`src/rtl/spi_cs_pkg.sv`:
```
package spi_cs_pkg;
  typedef enum logic [2:0] {
    ST_IDLE = 3'd0,
    ST_LEAD = 3'd1,
    ST_HIGH = 3'd2,
    ST_LOW  = 3'd3,
    ST_TAIL = 3'd4
  } seq_st_e;
endpackage

```
`src/rtl/spi_cs_phase_calc.sv`:
```
// Turns a divider value into high- and low-phase lengths in reference cycles.
module spi_cs_phase_calc #(
  parameter int DIV_W = 8
) (
  input  logic [DIV_W-1:0] div,
  output logic [DIV_W-1:0] hi_len,
  output logic [DIV_W-1:0] lo_len
);
  logic [DIV_W-1:0] d_eff;
  logic [DIV_W:0]   d_inc;

  always_comb begin
    d_eff = (div == '0) ? DIV_W'(1) : div;
    d_inc = {1'b0, d_eff} + 1'b1;
    if (d_eff[0]) begin
      hi_len = d_inc[DIV_W:1];
      lo_len = d_inc[DIV_W:1];
    end else begin
      hi_len = (d_eff >> 1) + 1'b1;
      lo_len = d_eff >> 1;
    end
  end
endmodule

```
`src/rtl/spi_cs_seq.sv`:
```
// Frame sequencer: select lead, bit phases, select lag, registered pin outputs.
module spi_cs_seq
  import spi_cs_pkg::*;
#(
  parameter int DIV_W = 8,
  parameter int LEN_W = 6
) (
  input  logic             clk,
  input  logic             rst_n,
  input  logic             start_valid,
  output logic             start_ready,
  input  logic [DIV_W-1:0] hi_len,
  input  logic [DIV_W-1:0] lo_len,
  input  logic [LEN_W-1:0] bit_cnt,
  output logic             load,
  output logic             shift,
  output logic             sample,
  output logic             commit,
  output logic             sclk,
  output logic             cs_n,
  output logic             dx_oe,
  output logic             done
);
  seq_st_e          st, st_nx;
  logic [DIV_W-1:0] cnt, cnt_nx;
  logic [DIV_W-1:0] hi_q, hi_nx, lo_q, lo_nx;
  logic [LEN_W-1:0] left, left_nx;

  assign start_ready = (st == ST_IDLE);

  always_comb begin
    st_nx   = st;
    cnt_nx  = cnt;
    hi_nx   = hi_q;
    lo_nx   = lo_q;
    left_nx = left;
    load    = 1'b0;
    shift   = 1'b0;
    sample  = 1'b0;
    commit  = 1'b0;
    if (st == ST_IDLE) begin
      if (start_valid) begin
        st_nx   = ST_LEAD;
        cnt_nx  = lo_len - 1'b1;
        hi_nx   = hi_len;
        lo_nx   = lo_len;
        left_nx = bit_cnt - 1'b1;
        load    = 1'b1;
      end
    end else if (cnt != '0) begin
      cnt_nx = cnt - 1'b1;
    end else begin
      case (st)
        ST_LEAD: begin
          st_nx  = ST_HIGH;
          cnt_nx = hi_q - 1'b1;
        end
        ST_HIGH: begin
          st_nx  = ST_LOW;
          cnt_nx = lo_q - 1'b1;
          sample = 1'b1;
        end
        ST_LOW: begin
          cnt_nx = hi_q - 1'b1;
          if (left == '0) begin
            st_nx = ST_TAIL;
          end else begin
            st_nx   = ST_HIGH;
            shift   = 1'b1;
            left_nx = left - 1'b1;
          end
        end
        ST_TAIL: begin
          st_nx  = ST_IDLE;
          commit = 1'b1;
        end
        default: st_nx = ST_IDLE;
      endcase
    end
  end

  always_ff @(posedge clk or negedge rst_n) begin
    if (!rst_n) begin
      st    <= ST_IDLE;
      cnt   <= '0;
      hi_q  <= DIV_W'(1);
      lo_q  <= DIV_W'(1);
      left  <= '0;
      sclk  <= 1'b0;
      cs_n  <= 1'b1;
      dx_oe <= 1'b0;
      done  <= 1'b0;
    end else begin
      st    <= st_nx;
      cnt   <= cnt_nx;
      hi_q  <= hi_nx;
      lo_q  <= lo_nx;
      left  <= left_nx;
      sclk  <= (st_nx == ST_HIGH);
      cs_n  <= (st_nx == ST_IDLE);
      dx_oe <= (st_nx == ST_LEAD) || (st_nx == ST_HIGH) || (st_nx == ST_LOW);
      done  <= commit;
    end
  end
endmodule

```
`src/rtl/spi_cs_shifter.sv`:
```
// Transmit and receive shift registers plus the held result word.
module spi_cs_shifter #(
  parameter int MAX_BITS = 32,
  parameter int LEN_W    = 6
) (
  input  logic                clk,
  input  logic                rst_n,
  input  logic                load,
  input  logic                shift,
  input  logic                sample,
  input  logic                commit,
  input  logic [LEN_W-1:0]    bit_cnt,
  input  logic [MAX_BITS-1:0] tx_word,
  input  logic                dr,
  output logic                tx_msb,
  output logic [MAX_BITS-1:0] rx_word
);
  logic [MAX_BITS-1:0] tx_sh, rx_sh;
  logic [LEN_W-1:0]    align;

  assign align  = LEN_W'(MAX_BITS) - bit_cnt;
  assign tx_msb = tx_sh[MAX_BITS-1];

  always_ff @(posedge clk or negedge rst_n) begin
    if (!rst_n) begin
      tx_sh   <= '0;
      rx_sh   <= '0;
      rx_word <= '0;
    end else begin
      if (load) begin
        tx_sh <= tx_word << align;
        rx_sh <= '0;
      end else begin
        if (shift)  tx_sh <= {tx_sh[MAX_BITS-2:0], 1'b0};
        if (sample) rx_sh <= {rx_sh[MAX_BITS-2:0], dr};
      end
      if (commit) rx_word <= rx_sh;
    end
  end
endmodule

```
`src/rtl/spi_cs_master.sv`:
```
module spi_cs_master #(
  parameter int MAX_BITS = 32,
  parameter int MIN_BITS = 4,
  parameter int DIV_W    = 8,
  localparam int LEN_W   = $clog2(MAX_BITS + 1)
) (
  input  logic                start_valid,
  output logic                start_ready,
  input  logic [MAX_BITS-1:0] tx_word,
  input  logic [LEN_W-1:0]    word_len,
  input  logic [DIV_W-1:0]    div,
  output logic [MAX_BITS-1:0] rx_word,
  output logic                done,
  output logic                sclk,
  output logic                cs_n,
  output logic                dx,
  output logic                dx_oe,
  input  logic                dr,
  input  logic                clk,
  input  logic                rst_n
);
  localparam logic [LEN_W-1:0] LEN_LO = LEN_W'(MIN_BITS);
  localparam logic [LEN_W-1:0] LEN_HI = LEN_W'(MAX_BITS);

  logic [LEN_W-1:0] bit_cnt;
  logic [DIV_W-1:0] hi_len, lo_len;
  logic             load, shift, sample, commit, tx_msb;

  always_comb begin
    if (word_len < LEN_LO)      bit_cnt = LEN_LO;
    else if (word_len > LEN_HI) bit_cnt = LEN_HI;
    else                        bit_cnt = word_len;
  end

  spi_cs_phase_calc #(.DIV_W(DIV_W)) u_phase (
    .div    (div),
    .hi_len (hi_len),
    .lo_len (lo_len)
  );

  spi_cs_seq #(.DIV_W(DIV_W), .LEN_W(LEN_W)) u_seq (
    .clk         (clk),
    .rst_n       (rst_n),
    .start_valid (start_valid),
    .start_ready (start_ready),
    .hi_len      (hi_len),
    .lo_len      (lo_len),
    .bit_cnt     (bit_cnt),
    .load        (load),
    .shift       (shift),
    .sample      (sample),
    .commit      (commit),
    .sclk        (sclk),
    .cs_n        (cs_n),
    .dx_oe       (dx_oe),
    .done        (done)
  );

  spi_cs_shifter #(.MAX_BITS(MAX_BITS), .LEN_W(LEN_W)) u_shift (
    .clk     (clk),
    .rst_n   (rst_n),
    .load    (load),
    .shift   (shift),
    .sample  (sample),
    .commit  (commit),
    .bit_cnt (bit_cnt),
    .tx_word (tx_word),
    .dr      (dr),
    .tx_msb  (tx_msb),
    .rx_word (rx_word)
  );

  assign dx = dx_oe & tx_msb;
endmodule

```
`config.mk`:
```
export PLATFORM = sky130hd
export DESIGN_NAME = spi_cs_master
export DESIGN_NICKNAME = d
export VERILOG_FILES = /design/src/rtl/spi_cs_pkg.sv /design/src/rtl/spi_cs_phase_calc.sv /design/src/rtl/spi_cs_seq.sv /design/src/rtl/spi_cs_shifter.sv /design/src/rtl/spi_cs_master.sv
export SDC_FILE = /design/constraint.sdc
export NUM_CORES = 1
export LEC_CHECK = 0
export BUFFER_PORTS_ARGS = -buffer_cell sky130_fd_sc_hd__buf_2
export CAP_MARGIN = 25
export CORE_ASPECT_RATIO = 1.4
export CORE_UTILIZATION = 30
export DETAILED_ROUTE_END_ITERATION = 8
export SYNTH_ARGS = -nofsm -noshare
export SYNTH_HDL_FRONTEND = slang
export SYNTH_SLANG_ARGS = --single-unit
```
`constraint.sdc`:
```
create_clock -name clk -period 2.5 [get_ports clk]
set_input_delay 0.5 -clock clk [delete_from_list [all_inputs] [get_ports clk]]
set_output_delay 0.5 -clock clk [all_outputs]
set_load 0.02 [all_outputs]
```
==> results.cfg, run 1 <==
[synthesis]
yosysSeqAreaShare_pct = 42.86
ys_async_sr_fraction_pct = 100.0
syn_inst = 884
syn-num-nets = 938
ys_warn_count = 0
synth_top_area_share_pct = 41.85
synth-seq-cells = 133
synth_area_um2 = 7774
synthFlopType = dfrtp_1
yosysTopAreaCell = dfrtp_1
yosys-top-cells-area = dfrtp_1 (42%), nand2_1 (13%), mux4_2 (5.8%)
synth_edf_count = 0
synthDistinctLibCells = 66
syn_avg_cell_area_um2 = 8.794

[cts]
clk_latency_ns = 0.43
clockBufferDepth = 2
cts_root_buf = clkbuf_16
cts-htree-levels = 4
clkTransAtPathRegs_ns = 0.06
numCtsBuffers = 17
clock-sinks = 133
cts_tree = done

[sta]
rsz0062_at_grt = yes
tightest_slew_ns = 0.5785
relSlewSlack_pct = 61.03
skew_ns = 0.007963
timing.final.crit_share_pct = 97.90
tns_ns = 0
min_period_ns = 2.447
fmax_mhz = 408.6
final_hold_viol_count = 0
setup_violations = 0
drv_slew = 0

[global_routing]
gr-total-overflow = 0
grt_max_degree = 66
grt_pass1_vias = 6977
antenna_found_initial = 0
grt_usage_pct = 17.30
grt_pass1_wl_mm = 36.22

[floorplanning]
initial_core_util_pct = 30.63
fp.dieW_um = 138.0
io_pins = 88
fp.dieH_um = 192.5
fp.coreArea_um2 = 25380
row_count = 69
dieArea_um2 = 26570

[outcome]
status = finished, final reports clean

[critical_path]
crit_path_start_kind = input pin
cp_max_fo = 12
arrival_ns = 2.76
r2r_end = u_shift.tx_sh[21]
r2r_slack_ns = 0.16
reg2regPathDepth = 9
path_class = in2reg
critPathRequiredTime_ns = 2.81
r2r-start = u_seq.cnt[5]
cp-end-kind = flip-flop

[run]
drv_cap = 0

[routing]
post_drt_wl_per_cell_um = 15.89
drc = 0
drt_iter0_drc = 238
via_count = 6999
via_per_inst = 5.050
drtPass1Iterations = 5
drtAntennaViolNets = 0
wirelength_mm = 22.02

[pwr]
ir_worst_vdd_mv = 0.4659
power_w = 0.007624
power_density_nw_per_um2 = 752.8
leakage_nw = 4.650

[cells_and_area]
final_common_cell = nand2_1
nets = 1108
drive_above_1_share_pct = 29.24
n_antenna_cell = 0
finish.instance_area_um2 = 10130
mostFrequentLayoutCells = nand2_1 (274), dfrtp_1 (130), buf_4 (117)
fin_cells = 1386
area_growth_pct = 30.28

[placement]
dp.cells = 1348
place_area_um2 = 9467
hpwlAfterDp_mm = 16.59
gp_congestion = 0.9281
port_buffers = 87

[hold_path]
worstHoldEndpoint = u_shift.rx_sh[0]
hold_start = dr
min_path_cells = 3
hold_class = in2reg
cell type report:
cell class	count	area (um^2)
Timing Repair Buffer	214	1510
Inverter	8	43.79
Multi-Input combinational cell	680	4270
Fill cell	2605	15250
Sequential cell	133	3332
Clock inverter	12	105.1
Tap cell	319	399.1
Clock buffer	20	466.7
cells by family (layout without fill, tap and decap cells):
group / Yosys count / after routing / share of synthesized area (%)
buffers and inverters: 71 / 254 / 4.056
AO/OA/AOI/OAI: 189 / 189 / 15.10
AND/OR/NAND/NOR: 395 / 395 / 21.17
adder cells (fa/ha/maj): 4 / 4 / 0.6438
flip-flops: 133 / 133 / 42.86
XOR/XNOR: 17 / 17 / 1.915
multiplexers: 75 / 75 / 14.26
power by group:
part	switching [W]	internal (W)	leakage, nW
clock network	0.000974	0.00144	0.282
registers	0.000398	0.00274	1.57
logic	0.00104	0.00103	2.80
total	0.00241	0.00521	4.65
critical path: stages:
cell	delay [ns]
buf_2	0.10
or3_1	0.39
and3_4	0.22
clkinv_8	0.05
ha_4	0.15
or2_2	0.15
o221ai_4	0.12
buf_12	0.16
buf_4	0.15
a21oi_2	0.30
nand2_1	0.09
a311o_1	0.35
Yosys cell counts, types with 3 or more instances:
cell and number:
buf_6 3, nand2_1 275, nor2_1 45, or3_1 7, a22oi_1 4, o22ai_1 10, a31oi_1 5, nor4_1 5
and3_1 3, nand3_1 24, o221ai_1 3, inv_1 6, mux2i_1 44, mux4_1 6, o21ai_0 52, dfrtp_1 130
xnor2_1 8, nand2b_1 3, and2_1 4, nand4_1 7, o31ai_1 4, a32oi_1 5, a21oi_1 66, or2_2 4
or4_1 3, o21a_1 5, xor2_1 9, a211oi_1 4, a22o_1 3, nor3_1 9, a211o_1 5, mux2_2 4
buf_1 10, mux4_2 20, ha_1 4, dfstp_2 3, o211ai_1 3, clkbuf_1 45
worst max-delay path by stage:
stage | end | cells after the start | slack (ns) | start
floorplan | u_shift.tx_sh[26] | 12 | -0.35 | word_len[2]
global placement | u_shift.tx_sh[26] | 10 | -0.39 | word_len[2]
detailed placement | u_shift.tx_sh[20] | 12 | -0.41 | word_len[2]
CTS | u_shift.tx_sh[20] | 12 | 0.04 | word_len[2]
global route | u_shift.tx_sh[18] | 9 | -0.03 | u_seq.cnt[1]
finish | u_shift.tx_sh[20] | 12 | 0.05 | word_len[2]
per-layer routing:
metal  part of all wire [%]  global-route usage (%)  up-vias  wire [um]
met2                     52                   31.23      172      11370
met1                     41                   19.21     3335       9039
met4                    4.3                   9.932        0        953
li1                       -                       -     3445          -
met3                    3.0                   2.903       47        662
met5                      0                       0        -          0
registers in the layout, summed over array words and instances (netlist names):
name             count
u_seq.done           1
u_shift.rx_word     32
u_seq.lo_q           8
u_seq.hi_q           8
u_seq.cs_n           1
u_seq.st             3
u_seq.left           6
u_seq.cnt            8
u_shift.tx_sh       32
u_seq.dx_oe          1
u_shift.rx_sh       32
u_seq.sclk           1
stage by stage:
step	hold WS, ns	setup slack (ns)	util, %
after floorplan	0.2044	-0.3526	-
after global placement	0.4037	-0.3885	37.30
after detailed placement	0.4057	-0.4137	37.30
after CTS	0.3118	0.04339	39.61
after global routing	0.3198	-0.02666	39.90
final	0.3260	0.05251	39.90
timing repair:
| action | 4_1_cts | 5_1_grt |
|---|---|---|
| endpoints found under the setup margin | 5 | 20 |
| buffers inserted | 0 | 5 |
| hold endpoints to repair | 25 | 0 |
| pin swaps | 0 | 1 |
| hold buffers | 1 | 0 |
| gates resized for setup | 2 | 8 |
No activity file was read; power rests on OpenSTA's default activity.
==> run 2, diff against run 1 <==
CORE_UTILIZATION = 45   (was 30)
SKIP_LAST_GASP = 1   (was not set)
==> run 2 against run 1 <==
  * Flip-flop and latch count is the same
  * Worst setup slack worse by 0.041 ns
  * Hold slack lost 0.26 ns
  * Power fell by 0.54%
  * Combinational power fell by 2%
  * Clock-buffer cell count fell by 3
  * Critical path depth shrank 4
  * Critical endpoint is now u_shift.tx_sh[31]
==> results.cfg, run 2 (synthesized netlist as in run 1, its figures left out) <==
[sta]
setup_violations = 0
fmax_mhz = 401.9
drv_slew = 0
relSlewSlack_pct = 61.80
timing.final.crit_share_pct = 99.54
final_hold_viol_count = 0
timing.hold.ws_ns = 0.06354
min_period_ns = 2.488
skew_ns = 0.01077
rsz0062_at_grt = yes
tightest_slew_ns = 0.5731

[critical_path]
reg2regPathDepth = 8
cp-end-kind = flip-flop
slowest_stage = or4_1
path_class = reg2reg
arrival_ns = 2.78
crit_chain = nor4_4 > buf_4 > nand2_1 > or4_1 > buf_4 > o21ai_1 > nand4_1 > o32a_1
r2r-start = u_seq.cnt[1]
crit_path_max_incr_delay_ns = 0.52
critPathRequiredTime_ns = 2.79
r2r_end = u_shift.tx_sh[31]
cp_max_fo = 10
path_depth = 8
crit_path_start_kind = flip-flop
crit_path_start = u_seq.cnt[1]
crit_buf_inv = 2
crit_top_cell = buf_4
r2r_slack_ns = 0.01
critical_path.top_delay_family = simple AND/OR/NAND/NOR gates

[cells_and_area]
n_antenna_cell = 0
drive_above_1_share_pct = 30.03
fillers = 1532
nets = 1120
largestRegisters = u_shift.rx_sh (32), u_shift.rx_word (32), u_shift.tx_sh (32)
area_growth_pct = 29.10
fin_cells = 1282
final_common_cell = nand2_1
mostFrequentLayoutCells = nand2_1 (274), buf_4 (132), dfrtp_1 (130)

[global_routing]
antenna_found_initial = 0
grt_max_degree = 61
grt_usage_pct = 25.77
grt_pass1_wl_mm = 35.56
gr-total-overflow = 0
grt_pass1_vias = 6953

[pwr]
leakage_nw = 4.685
ir_worst_vdd_mv = 0.4509
power_density_nw_per_um2 = 755.6

[floorplanning]
fp.coreArea_um2 = 16820
fp.dieW_um = 113.1
fp.dieH_um = 157.5
io_pins = 88
initial_core_util_pct = 46.23
row_count = 56
dieArea_um2 = 17810

[cts]
cts_tree = done
clock-sinks = 133
clkTransAtPathRegs_ns = 0.07
numCtsBuffers = 17
cts_root_buf = clkbuf_16
clockBufferDepth = 2
postCtsHoldBufs = 0
cts-htree-levels = 4
clk_latency_ns = 0.42

[routing]
drtPass1Iterations = 5
post_drt_wl_per_cell_um = 17.14
via_count = 7159
wirelength_mm = 21.98
drtAntennaViolNets = 0
drt_iter0_drc = 413
via_per_inst = 5.584
drc = 0

[placement]
dp.cells = 1242
hpwlAfterDp_mm = 16.70
port_buffers = 87
gp_congestion = 0.9331

[run]
drv_cap = 0

[outcome]
status = finished, final reports clean

[hold_path]
hold_class = in2async
-- run 2: layer usage --
metal	global-route usage, %	wire length (um)	part of all wire [%]	vias up
met2	46.86	11450	52	184
met5	0	0	0	-
met1	29.22	8981	41	3451
met4	14.79	988	4.5	0
met3	2.811	558	2.5	49
li1	-	-	-	3475
-- run 2: worst max-delay path by stage --
stage / endpoint / slack (ns)
global route: u_seq.cnt[6] / -0.04
finish: u_shift.tx_sh[31] / 0.01
CTS: u_shift.tx_sh[31] / -0.006
global placement: u_shift.tx_sh[30] / -0.46
floorplan: u_shift.tx_sh[26] / -0.35
detailed placement: u_shift.tx_sh[30] / -0.46
-- run 2: cell type report --
class	count	area, um^2	share of cell area (%)
clock buffers	17	425.4	4.239
clock inverters	15	135.1	1.346
inverters	8	46.29	0.4613
multi-input cells	680	4279	42.64
flip-flops and latches	133	3332	33.20
well taps	203	254.0	2.531
repair buffers	226	1564	15.58
-- run 2: timing repair --
item	CTS	global route
hold endpoints to repair	0	0
setup endpoints to repair	4	32
cloned	0	0
gates resized for setup	4	11
pin swaps	1	5
setup buffers	0	8
-- run 2: worst reg2reg max path: cells and delay by family (launching register included) --
kind                   cells  cell delay [ns]
AOI/OAI and AO/OA          2             0.54
buffers and inverters      2             0.36
DFF                        1             0.42
and+or+nand+nor            4             1.05
-- run 2: stage by stage --
| step | setup TNS (ns) | setup WS (ns) | power, W | area, um^2 | utilization, % |
|---|---|---|---|---|---|
| global placement | -10.85 | -0.4630 | 0.005127 | 9346 | 55.58 |
| finish | 0 | 0.01155 | 0.007583 | 10040 | 59.68 |
| detailed placement | -11.21 | -0.4617 | 0.005167 | 9346 | 55.58 |
| CTS | -0.005503 | -0.005503 | 0.007590 | 9917 | 58.97 |
| floorplan | -6.507 | -0.3526 | 0.004384 | 7938 | - |
| global route | -0.07844 | -0.03979 | 0.008021 | 10040 | 59.68 |
-- run 2: report_power, final --
part | internal (W) | leakage [nW] | total, W | switching, W
Combinational | 0.00101 | 2.85 | 0.00203 | 0.00103
Clock | 0.00131 | 0.268 | 0.00238 | 0.00107
Sequential | 0.00274 | 1.57 | 0.00317 | 0.000426
Total | 0.00506 | 4.68 | 0.00758 | 0.00252
==> run 3, diff against run 2 <==
CORE_UTILIZATION = 40   (was 45)
SETUP_SLACK_MARGIN = 0.02   (was not set)
==> run 3 against run 2 <==
  * Cell count up 2.6%
  * Clock-buffer cell count did not move
  * Power grew 0.16%
  * Critical endpoint unchanged
  * Largest power group unchanged
==> results.cfg, run 3 (synthesized netlist as in run 1, its figures left out) <==
[sta]
relSlewSlack_pct = 56.61
timing.final.crit_share_pct = 96.97
fmax_mhz = 412.5
rsz0062_at_grt = yes
tns_ns = 0
drv_slew = 0
final_hold_viol_count = 0
skew_ns = 0.01007
tightest_slew_ns = 0.6460
setup_violations = 0
min_period_ns = 2.424

[pwr]
power_density_nw_per_um2 = 756.0
leakage_nw = 4.647
comb_power_share_pct = 27.2
p_int_w = 0.005080
power_switching_w = 0.002514
seqPwrFrac_pct = 41.3
clkPwrFrac_pct = 31.5
swShare_pct = 33.11
ir_worst_vdd_mv = 0.4378

[cells_and_area]
drive_above_1_share_pct = 29.43
fillers = 1816
final_common_cell = nand2_1
mostFrequentLayoutCells = nand2_1 (273), dfrtp_1 (130), buf_4 (117)
area_growth_pct = 29.23
largestRegisters = u_shift.rx_sh (32), u_shift.rx_word (32), u_shift.tx_sh (32)
fin_cells = 1315
n_antenna_cell = 0
nets = 1108

[floorplanning]
row_count = 60
dieArea_um2 = 20000
fp.coreArea_um2 = 19140
io_pins = 88
fp.dieH_um = 167.0
fp.dieW_um = 119.8
initial_core_util_pct = 40.61

[cts]
cts_tree = done
clkTransAtPathRegs_ns = 0.06
postCtsHoldBufs = 0
clk_latency_ns = 0.42
cts-htree-levels = 4
cts_root_buf = clkbuf_16
clock-sinks = 133
clockBufferDepth = 2
numCtsBuffers = 17

[routing]
drtAntennaViolNets = 0
drt_iter0_drc = 521
via_count = 7117
post_drt_wl_per_cell_um = 16.54
drtPass1Iterations = 5
drc = 0
via_per_inst = 5.412
wirelength_mm = 21.75

[hold_path]
hold_class = in2async

[critical_path]
crit_path_start_kind = flip-flop
r2r-start = u_seq.cnt[6]
r2r_slack_ns = 0.08
reg2regPathDepth = 8
cp_max_fo = 6
r2r_end = u_shift.tx_sh[31]
arrival_ns = 2.73
critPathRequiredTime_ns = 2.80
cp-end-kind = flip-flop
path_class = reg2reg

[placement]
gp_congestion = 0.9717
port_buffers = 87
dp.cells = 1278
hpwlAfterDp_mm = 16.30

[global_routing]
grt_pass1_wl_mm = 35.76
gr-total-overflow = 0
grt_pass1_vias = 7058
grt_usage_pct = 22.67
antenna_found_initial = 0
grt_max_degree = 50

[run]
drv_cap = 0

[outcome]
status = finished, final reports clean
[run 3: changes by cell type in the layout (fill, tap and decap cells not counted), sizes merged]
cell,change
clkinvlp,-1
inv,-2
buf,-12
clkinv,+3
[run 3: cell type report]
cell class / count / area (um^2) / share of cell area, %
multi-input cells: 680 / 4300 / 42.81
flip-flops and latches: 133 / 3332 / 33.17
repair buffers: 214 / 1498 / 14.91
clock buffers: 17 / 425.4 / 4.235
well taps: 248 / 310.3 / 3.089
clock inverters: 15 / 137.6 / 1.370
inverters: 8 / 42.54 / 0.4235
[run 3: per-stage QoR]
stage	instance area, um^2	total power, W	setup slack, ns	utilization, %	hold slack (ns)
3_5_place_dp	9360	0.005190	-0.4205	48.90	0.4530
6_report	10050	0.007595	0.07581	52.48	0.03699
2_1_floorplan	7938	0.004384	-0.3526	-	0.2044
4_1_cts	9962	0.007632	0.02706	52.04	0.04511
3_3_place_gp	9360	0.005157	-0.4148	48.90	0.4526
5_1_grt	10050	0.008064	0.00006262	52.48	0.05811
[run 3: critical path, stage by stage (launching register included)]
cell	delay, ns
dfrtp_1	0.39
nor4_2	0.31
buf_4	0.18
nand2_4	0.07
or4_4	0.52
buf_8	0.16
o21ai_1	0.16
nand4_1	0.16
o32a_1	0.37
[run 3: worst max-delay path by stage]
stage                       startpoint           endpoint  slack [ns]  cells after the start
final                     u_seq.cnt[6]  u_shift.tx_sh[31]        0.08                      8
after global routing      u_seq.cnt[2]  u_shift.tx_sh[24]     0.00006                     10
after CTS                  word_len[2]  u_shift.tx_sh[26]        0.03                     12
after detailed placement   word_len[2]  u_shift.tx_sh[26]       -0.42                     12
after global placement     word_len[2]  u_shift.tx_sh[24]       -0.41                     12
after floorplan            word_len[2]  u_shift.tx_sh[26]       -0.35                     12
[run 3: power by group through the flow]
| stage | logic [W] | registers, W | clock network (W) |
|---|---|---|---|
| final | 0.00207 | 0.00314 | 0.00239 |
| after CTS | 0.00205 | 0.00313 | 0.00244 |
| after detailed placement | 0.00203 | 0.00316 | 0 |
| after floorplan | 0.00134 | 0.00305 | 0 |
| after global placement | 0.00202 | 0.00314 | 0 |
| after global routing | 0.00232 | 0.00320 | 0.00254 |
[run 3: metal layers]
metal	share of wire, %	GRT usage, %
met5	0	0
met2	50	39.08
met4	5.2	12.61
met1	41	26.78
met3	3.5	3.356
[run 3: what timing repair did]
action	4_1_cts	5_1_grt
gates resized for setup	8	15
endpoints found under the setup margin	24	19
buffers inserted	1	4
pin swaps	3	4
